**src/rtl/adc_framer_pkg.sv**
```systemverilog
// Package: constants and types shared by the serial read-out framer.
// Assumes a fixed 16-bit word with four leading zeros.
package adc_framer_pkg;
    localparam int WORD_BITS      = 16;
    localparam int LEAD_BITS      = 4;
    localparam int SLEEP_MIN_EDGE = 2;   // first falling edge count at which a rise powers down
    localparam int WAKE_EDGE      = 10;  // falling edge that commits normal mode
    localparam int TRACK_EDGE     = 13;  // rising edge that releases the hold
    localparam int CNT_W          = $clog2(WORD_BITS + 1);

    typedef enum logic {
        PWR_ON  = 1'b0,
        PWR_OFF = 1'b1
    } pwr_mode_e;
endpackage

```
**src/rtl/afe_edge_sense.sv**
```systemverilog
// Module: afe_edge_sense
// Finds edges of chip select and the serial clock by comparing each sampled
// level with the level from the previous block clock.
// Assumes both inputs are already synchronous to clk.
// Chip select is taken as high during reset, so a low level at release counts as a fall.
module afe_edge_sense (
    input  logic clk,
    input  logic rst_n,
    input  logic cs_n_i,
    input  logic sclk_i,
    output logic cs_fall_o,
    output logic cs_rise_o,
    output logic sck_fall_o,
    output logic sck_rise_o
);
    logic cs_q;
    logic sck_q;

    // Keep last sampled levels of both lines.
    always_ff @(posedge clk) begin
        if (!rst_n) begin
            cs_q  <= 1'b1;
            sck_q <= 1'b0;
        end else begin
            cs_q  <= cs_n_i;
            sck_q <= sclk_i;
        end
    end

    assign cs_fall_o  = cs_q & ~cs_n_i;
    assign cs_rise_o  = ~cs_q & cs_n_i;
    assign sck_fall_o = sck_q & ~sclk_i;
    assign sck_rise_o = ~sck_q & sclk_i;
endmodule

```
**src/rtl/afe_frame_seq.sv**
```systemverilog
// Module: afe_frame_seq
// Counts serial clock falling and rising edges inside a chip select frame.
// Both counters saturate at the word length. The module drives the hold status.
// Assumes that a chip select event and a serial clock edge never land in the
// same block clock; if they do, the chip select event wins.
module afe_frame_seq
    import adc_framer_pkg::*;
(
    input  logic             clk,
    input  logic             rst_n,
    input  logic             cs_fall_i,
    input  logic             cs_rise_i,
    input  logic             sck_fall_i,
    input  logic             sck_rise_i,
    output logic             in_frame_o,
    output logic [CNT_W-1:0] fall_cnt_o,
    output logic             tick_fall_o,
    output logic             word_end_o,
    output logic             wake_edge_o,
    output logic             hold_o
);
    localparam logic [CNT_W-1:0] FULL_CNT  = CNT_W'(WORD_BITS);
    localparam logic [CNT_W-1:0] LAST_CNT  = CNT_W'(WORD_BITS - 1);
    localparam logic [CNT_W-1:0] WAKE_CNT  = CNT_W'(WAKE_EDGE - 1);
    localparam logic [CNT_W-1:0] TRACK_CNT = CNT_W'(TRACK_EDGE - 1);

    logic             in_frame_q;
    logic             hold_q;
    logic [CNT_W-1:0] fcnt_q;
    logic [CNT_W-1:0] rcnt_q;
    logic             quiet_cs;
    logic             rise_ok;

    assign quiet_cs    = ~cs_fall_i & ~cs_rise_i;
    assign tick_fall_o = in_frame_q & quiet_cs & sck_fall_i & (fcnt_q != FULL_CNT);
    assign rise_ok     = in_frame_q & quiet_cs & sck_rise_i & (rcnt_q != FULL_CNT);
    assign word_end_o  = tick_fall_o & (fcnt_q == LAST_CNT);
    assign wake_edge_o = tick_fall_o & (fcnt_q == WAKE_CNT);

    // Frame flag, edge counters and hold status.
    always_ff @(posedge clk) begin
        if (!rst_n) begin
            in_frame_q <= 1'b0;
            hold_q     <= 1'b0;
            fcnt_q     <= '0;
            rcnt_q     <= '0;
        end else if (cs_fall_i) begin
            in_frame_q <= 1'b1;
            hold_q     <= 1'b1;
            fcnt_q     <= '0;
            rcnt_q     <= '0;
        end else if (cs_rise_i) begin
            in_frame_q <= 1'b0;
            hold_q     <= 1'b0;
        end else begin
            if (tick_fall_o) fcnt_q <= fcnt_q + 1'b1;
            if (rise_ok) begin
                rcnt_q <= rcnt_q + 1'b1;
                if (rcnt_q == TRACK_CNT) hold_q <= 1'b0;
            end
        end
    end

    assign in_frame_o = in_frame_q;
    assign fall_cnt_o = fcnt_q;
    assign hold_o     = hold_q;
endmodule

```
**src/rtl/afe_mode_ctrl.sv**
```systemverilog
// Module: afe_mode_ctrl
// Power mode state and the dummy-conversion tracking.
// The mode goes to shutdown when a normal-mode frame is dropped between the
// 2nd and 10th falling edges. It goes to normal on the 10th falling edge of any frame.
// Assumes fall_cnt_i is the count before the current clock's update.
module afe_mode_ctrl
    import adc_framer_pkg::*;
(
    input  logic             clk,
    input  logic             rst_n,
    input  logic             cs_rise_i,
    input  logic             in_frame_i,
    input  logic [CNT_W-1:0] fall_cnt_i,
    input  logic             wake_edge_i,
    input  logic             word_end_i,
    output logic             shutdown_o,
    output logic             result_valid_o,
    output logic             word_done_o
);
    pwr_mode_e mode_q;
    logic      warm_q;
    logic      valid_q;
    logic      done_q;
    logic      sleep_req;

    assign sleep_req = cs_rise_i & in_frame_i & (mode_q == PWR_ON)
                     & (fall_cnt_i >= CNT_W'(SLEEP_MIN_EDGE))
                     & (fall_cnt_i <  CNT_W'(WAKE_EDGE));

    // Power mode register; reset lands in shutdown.
    always_ff @(posedge clk) begin
        if (!rst_n)           mode_q <= PWR_OFF;
        else if (sleep_req)   mode_q <= PWR_OFF;
        else if (wake_edge_i) mode_q <= PWR_ON;
    end

    // Warm-up flag, result-valid flag and word-done pulse.
    always_ff @(posedge clk) begin
        if (!rst_n) begin
            warm_q  <= 1'b0;
            valid_q <= 1'b0;
            done_q  <= 1'b0;
        end else begin
            done_q <= word_end_i;
            if (sleep_req) begin
                warm_q <= 1'b0;
            end else if (word_end_i) begin
                valid_q <= warm_q;
                warm_q  <= 1'b1;
            end
        end
    end

    assign shutdown_o     = (mode_q == PWR_OFF);
    assign result_valid_o = valid_q;
    assign word_done_o    = done_q;
endmodule

```
**src/rtl/afe_word_shifter.sv**
```systemverilog
// Module: afe_word_shifter
// Builds the 16-bit word from the result when chip select falls and shifts it
// out MSB first, one bit per counted falling edge. The module also owns the output enable.
// Assumes 4 + RES_BITS <= 16.
module afe_word_shifter
    import adc_framer_pkg::*;
#(
    parameter int RES_BITS = 12
) (
    input  logic                clk,
    input  logic                rst_n,
    input  logic                cs_fall_i,
    input  logic                cs_rise_i,
    input  logic                tick_fall_i,
    input  logic                word_end_i,
    input  logic [RES_BITS-1:0] code_i,
    output logic                sdo_o,
    output logic                sdo_oe_o
);
    localparam int PAD_BITS = WORD_BITS - LEAD_BITS - RES_BITS;

    logic [WORD_BITS-1:0] sh_q;
    logic [WORD_BITS-1:0] word_in;
    logic                 oe_q;

    assign word_in = WORD_BITS'(code_i) << PAD_BITS;

    // Load, shift and enable control for the output word.
    always_ff @(posedge clk) begin
        if (!rst_n) begin
            sh_q <= '0;
            oe_q <= 1'b0;
        end else if (cs_fall_i) begin
            sh_q <= word_in;
            oe_q <= 1'b1;
        end else if (cs_rise_i) begin
            oe_q <= 1'b0;
        end else if (tick_fall_i) begin
            sh_q <= sh_q << 1;
            if (word_end_i) oe_q <= 1'b0;
        end
    end

    assign sdo_o    = oe_q & sh_q[WORD_BITS-1];
    assign sdo_oe_o = oe_q;
endmodule

```
**src/rtl/adc_serial_framer.sv**
```systemverilog
// Module: adc_serial_framer (top)
// Digital control for a serially read sampling converter: edge sensing,
// frame sequencing, power mode and output word framing.
// Assumes cs_n_i and sclk_i are synchronous to clk. Each serial clock level
// must last at least one block clock.
module adc_serial_framer
    import adc_framer_pkg::*;
#(
    parameter int RES_BITS = 12
) (
    input  logic                clk,
    input  logic                rst_n,
    input  logic                cs_n_i,
    input  logic                sclk_i,
    input  logic [RES_BITS-1:0] code_i,
    output logic                sdo_o,
    output logic                sdo_oe_o,
    output logic                hold_o,
    output logic                shutdown_o,
    output logic                result_valid_o,
    output logic                word_done_o
);
    logic             cs_fall, cs_rise, sck_fall, sck_rise;
    logic             in_frame, tick_fall, word_end, wake_edge;
    logic [CNT_W-1:0] fall_cnt;

    afe_edge_sense u_edge (
        .clk        (clk),
        .rst_n      (rst_n),
        .cs_n_i     (cs_n_i),
        .sclk_i     (sclk_i),
        .cs_fall_o  (cs_fall),
        .cs_rise_o  (cs_rise),
        .sck_fall_o (sck_fall),
        .sck_rise_o (sck_rise)
    );

    afe_frame_seq u_seq (
        .clk         (clk),
        .rst_n       (rst_n),
        .cs_fall_i   (cs_fall),
        .cs_rise_i   (cs_rise),
        .sck_fall_i  (sck_fall),
        .sck_rise_i  (sck_rise),
        .in_frame_o  (in_frame),
        .fall_cnt_o  (fall_cnt),
        .tick_fall_o (tick_fall),
        .word_end_o  (word_end),
        .wake_edge_o (wake_edge),
        .hold_o      (hold_o)
    );

    afe_mode_ctrl u_mode (
        .clk            (clk),
        .rst_n          (rst_n),
        .cs_rise_i      (cs_rise),
        .in_frame_i     (in_frame),
        .fall_cnt_i     (fall_cnt),
        .wake_edge_i    (wake_edge),
        .word_end_i     (word_end),
        .shutdown_o     (shutdown_o),
        .result_valid_o (result_valid_o),
        .word_done_o    (word_done_o)
    );

    afe_word_shifter #(.RES_BITS(RES_BITS)) u_shift (
        .clk         (clk),
        .rst_n       (rst_n),
        .cs_fall_i   (cs_fall),
        .cs_rise_i   (cs_rise),
        .tick_fall_i (tick_fall),
        .word_end_i  (word_end),
        .code_i      (code_i),
        .sdo_o       (sdo_o),
        .sdo_oe_o    (sdo_oe_o)
    );
endmodule

```
**config.mk**
```make
export PLATFORM = sky130hd
export DESIGN_NAME = adc_serial_framer
export DESIGN_NICKNAME = d
export VERILOG_FILES = /design/src/rtl/adc_framer_pkg.sv /design/src/rtl/afe_edge_sense.sv /design/src/rtl/afe_frame_seq.sv /design/src/rtl/afe_mode_ctrl.sv /design/src/rtl/afe_word_shifter.sv /design/src/rtl/adc_serial_framer.sv
export SDC_FILE = /design/constraint.sdc
export NUM_CORES = 1
export LEC_CHECK = 0
export ABC_AREA = 1
export BUFFER_PORTS_ARGS = -buffer_cell sky130_fd_sc_hd__buf_2
export CORE_UTILIZATION = 40
export DETAILED_ROUTE_END_ITERATION = 8
export GPL_TIMING_DRIVEN = 0
export HOLD_SLACK_MARGIN = 0.1
export PLACE_DENSITY = 0.55
export SYNTH_ARGS = -nofsm -noshare
export SYNTH_HDL_FRONTEND = slang
export SYNTH_SLANG_ARGS = --single-unit
```
**constraint.sdc**
```tcl
create_clock -name clk -period 1.6 [get_ports clk]
set_input_delay 0.16 -clock clk [delete_from_list [all_inputs] [get_ports clk]]
set_output_delay 0.16 -clock clk [all_outputs]
set_load 0.02 [all_outputs]
```
==> summary.txt <==
Status
  – Result of the run: complete, no violations

Timing
  – Slew margin rel.: between 60% and 70%
  – Aggregate negative setup slack: 0 ps
  – Fin crit share: 94.3%
  – Shortest period the worst path allows: 1510 ps
  – Max-slew violation count: 0
  – Highest Clock Rate: around 0.66 GHz
  – Final-report setup violation count: 0
  – Worst slew pin tran: 496 ps
  – Worst clock skew on the final layout: 4.54 ps
  – Crit path setup slack, layout: 91.1 ps
  – Number of failing hold endpoints at the final stage: 0

Setup path
  – Worst Reg2Reg Path Length in Cells: 6
  – CP endpoint kind: flip-flop
  – Required time of the critical path: 1770 ps
  – Capture instance of the worst register-to-register path: u_shift.sh_q[6]
  – Peak fanout along the critical path: 10
  – CP peak stage delay: between 300 and 400 ps
  – Category of the critical setup timing path: flip-flop to flip-flop
  – Flop2flop setup slack: 90 ps
  – Worst Path Arrival: 1670 ps
  – Startpoint kind of the worst setup timing path: flip-flop
  – Ordered list of cells on the worst path: ha_4 -> buf_2 -> buf_4 -> mux2_2 -> nand2_1 -> a21oi_2
  – Worst setup path start: u_edge.cs_q
  – Worst R2R Start: u_edge.cs_q
  – Master of the slowest instance on the critical path: dfxtp_2

Cells and area
  – Final core utilization: 52.7%
  – Count of antenna diodes in the layout: 0
  – Most common cell after layout, fill and taps aside: nand2_1
  – Ratio of cells with drive above 1 in the final layout: 25.1%
  – Final-stage net count: 295
  – Area used by sequential logic in the layout: 702 sq um
  – Highest-count cells in the layout ignoring fill and taps: nand2_1 (62), dfxtp_1 (34), a21oi_1 (30)
  – Layout Area Growth over Synthesis: 23.3%
  – Multi-input combinational cell area: 950 sq um
  – FILL cells: between 400 and 500

Clock tree
  – Clock root buffer master: clkbuf_8
  – TritonCTS clock tree: built
  – Number of buffers added by the clock tree synthesis step: 5
  – Maximum level of the CTS H-tree: 2
  – Number of sinks on the clock net: 35
  – Clock tree buffer depth: 2
  – Clock latency on the worst-skew pair: 290 ps
  – Clock-pin transition on the worst setup and hold timing paths: 70 ps

Floorplanning
  – Core footprint: 4120 sq um
  – Die X: 68.3 um
  – Die Span Y: 68.3 um
  – Area enclosed by the die boundary: ~4700 sq um
  – Effective utilization at floorplan: 42.7%
  – I/O Pins: 22
  – Number of cell rows: 23

Route
  – Post-DRT Antenna Nets: 0
  – Total number of vias: 1532
  – Wirelength, routed: 3.71 mm
  – Post-route DRC: 0
  – Routed length on met3: between 150 and 200 um
  – Ratio of routed vias to standard cells: 4.77
  – Topmost layer with routed signal wires: met4
  – Post-DR wirelength/cell: 11.6 um
  – Iteration-0 DRC count of the detailed router: 84
  – Routed length on met1: 1.93 mm
  – Total iterations of the first detailed-routing run: 4
  – Sum of met2 wire segment lengths after detailed routing: 1.58 mm

Synthesis
  – Number of warnings printed during yosys synthesis: 0
  – Number of synthesized register bits: 35
  – Distinct cell type count of the synthesized netlist: 26
  – Mapped Avg Cell Area: 7.54 sq um
  – Synthesized cell area: 1760 sq um
  – Number of nets produced by synthesis: 258
  – Sequential share of the synthesized area: 39.9%
  – Cells after synthesis: ~230

Worst hold path
  – Worst min-delay path startpoint: rst_n
  – Instance count along the most critical hold path: 2
  – Worst Hold End: u_edge.cs_q
  – HP Class: input pin to flip-flop

GRT
  – Total global routing track utilization: 16.9%
  – Maximum number of pins on one net before global-route repair: 12
  – Via count of the first global-routing pass: 1250
  – Initial antenna violation count: 0
  – Wire length of the first global-routing pass: 5.64 mm
  – GR Overflow Total: 0

Power and ir drop
  – Reported leakage power: 0.000917 uW
  – IR Drop Worst-Case VDD: 0.000606 V
  – Power density over the cells: roughly 890 nW/um^2

Placed design
  – Routability congestion estimate: 0.745
  – Post-detailed-placement half-perimeter wirelength: 2.55 mm
  – Worst slack after detailed placement: -87.1 ps
  – Count of port buffers added during placement: 21

Flow run
  – Max cap viols: 0
[state kept, by name (all words and copies together) (netlist names)]
signal                 cells
u_edge.cs_q                1
u_shift.sdo_oe_o           1
u_seq.hold_o               1
u_edge.sck_q               1
u_mode.shutdown_o          1
u_mode.result_valid_o      1
u_seq.rcnt_q               5
u_mode.warm_q              1
u_seq.fall_cnt_o           5
u_seq.in_frame_o           1
u_shift.sh_q              16
u_mode.word_done_o         1
[per-layer routing]
layer  vias to the layer above  global-route usage (%)
met5                         -                       0
met4                         0                    7.81
met3                         4                    6.83
met2                        21                    24.0
met1                       685                    22.0
li1                        822                       -
[critical path: cells and delay by family (launching register included)]
family                   cells  cell delay (ps)
multiplexers                 1              350
AO/OA/AOI/OAI                1               50
adder cells (fa/ha/maj)      1              130
buffers and inverters        2              420
flip-flops                   1              360
AND/OR/NAND/NOR              1               80
[cell families after synthesis]
| logic type | count (synthesis) | synth area share (%) |
|---|---|---|
| multiplexers | 11 | 7.05 |
| flip-flops | 35 | 39.9 |
| buffers and inverters | 35 | 8.47 |
| AO/OA/AOI/OAI | 34 | 9.82 |
| XOR/XNOR | 4 | 1.99 |
| AND/OR/NAND/NOR | 105 | 26.4 |
| adder cells (fa/ha/maj) | 9 | 6.41 |
[power breakdown]
group          internal, uW  switching [uW]
registers               894            12.9
clock network           504             325
logic                  90.3             101
[through the flow]
stage / area [sq um] / total power, uW / instances / hold slack, ps
finish: 2170 / 1930 / 321 / 113
global route: 2170 / 2020 / 321 / 125
CTS: 2080 / 1940 / 314 / 103
detailed placement: 1930 / 1090 / 304 / 376
global placement: 1930 / 1090 / 304 / 371
floorplan: 1760 / 1040 / 233 / 229
[repair_timing]
action | CTS | global route
pin swaps | 1 | 4
hold endpoints to repair | 2 | 0
gates cloned | 0 | 1
hold buffers | 2 | 0
setup endpoints to repair | 16 | 26
setup buffers | 0 | 6
gates resized for setup | 3 | 14
[worst max path at each step]
stage	to
6_report	u_shift.sh_q[6]
5_1_grt	u_seq.fall_cnt_o[2]
4_1_cts	u_shift.sh_q[6]
3_5_place_dp	u_shift.sh_q[12]
3_3_place_gp	u_shift.sh_q[14]
2_1_floorplan	u_shift.sh_q[10]
[synth_stat cells (all sizes together)]
cell type	number	area (sq um)
a21oi	31	155
buf	6	37.5
clkbuf	3	12.5
clkinv	1	5.00
dfxtp	35	701
ha	9	113
inv	25	93.8
mux2	11	124
nand2	65	249
nand3	24	135
nand3b	2	15.0
nand4	1	6.26
nor2	12	52.6
o21a	1	7.51
o21ai	2	10.0
or2	1	6.26
xnor2	1	8.76
xor2	3	26.3
[cell type report]
type / count / share of cell area, %
inverters: 26 / 4.73
plain buffers: 9 / 2.60
clock inverters: 2 / 1.62
multi-input cells: 163 / 43.8
clock buffers: 6 / 3.81
well taps: 50 / 2.89
flip-flops and latches: 35 / 32.4
repair buffers: 30 / 8.19
No activity file was read; power rests on OpenSTA's default activity.
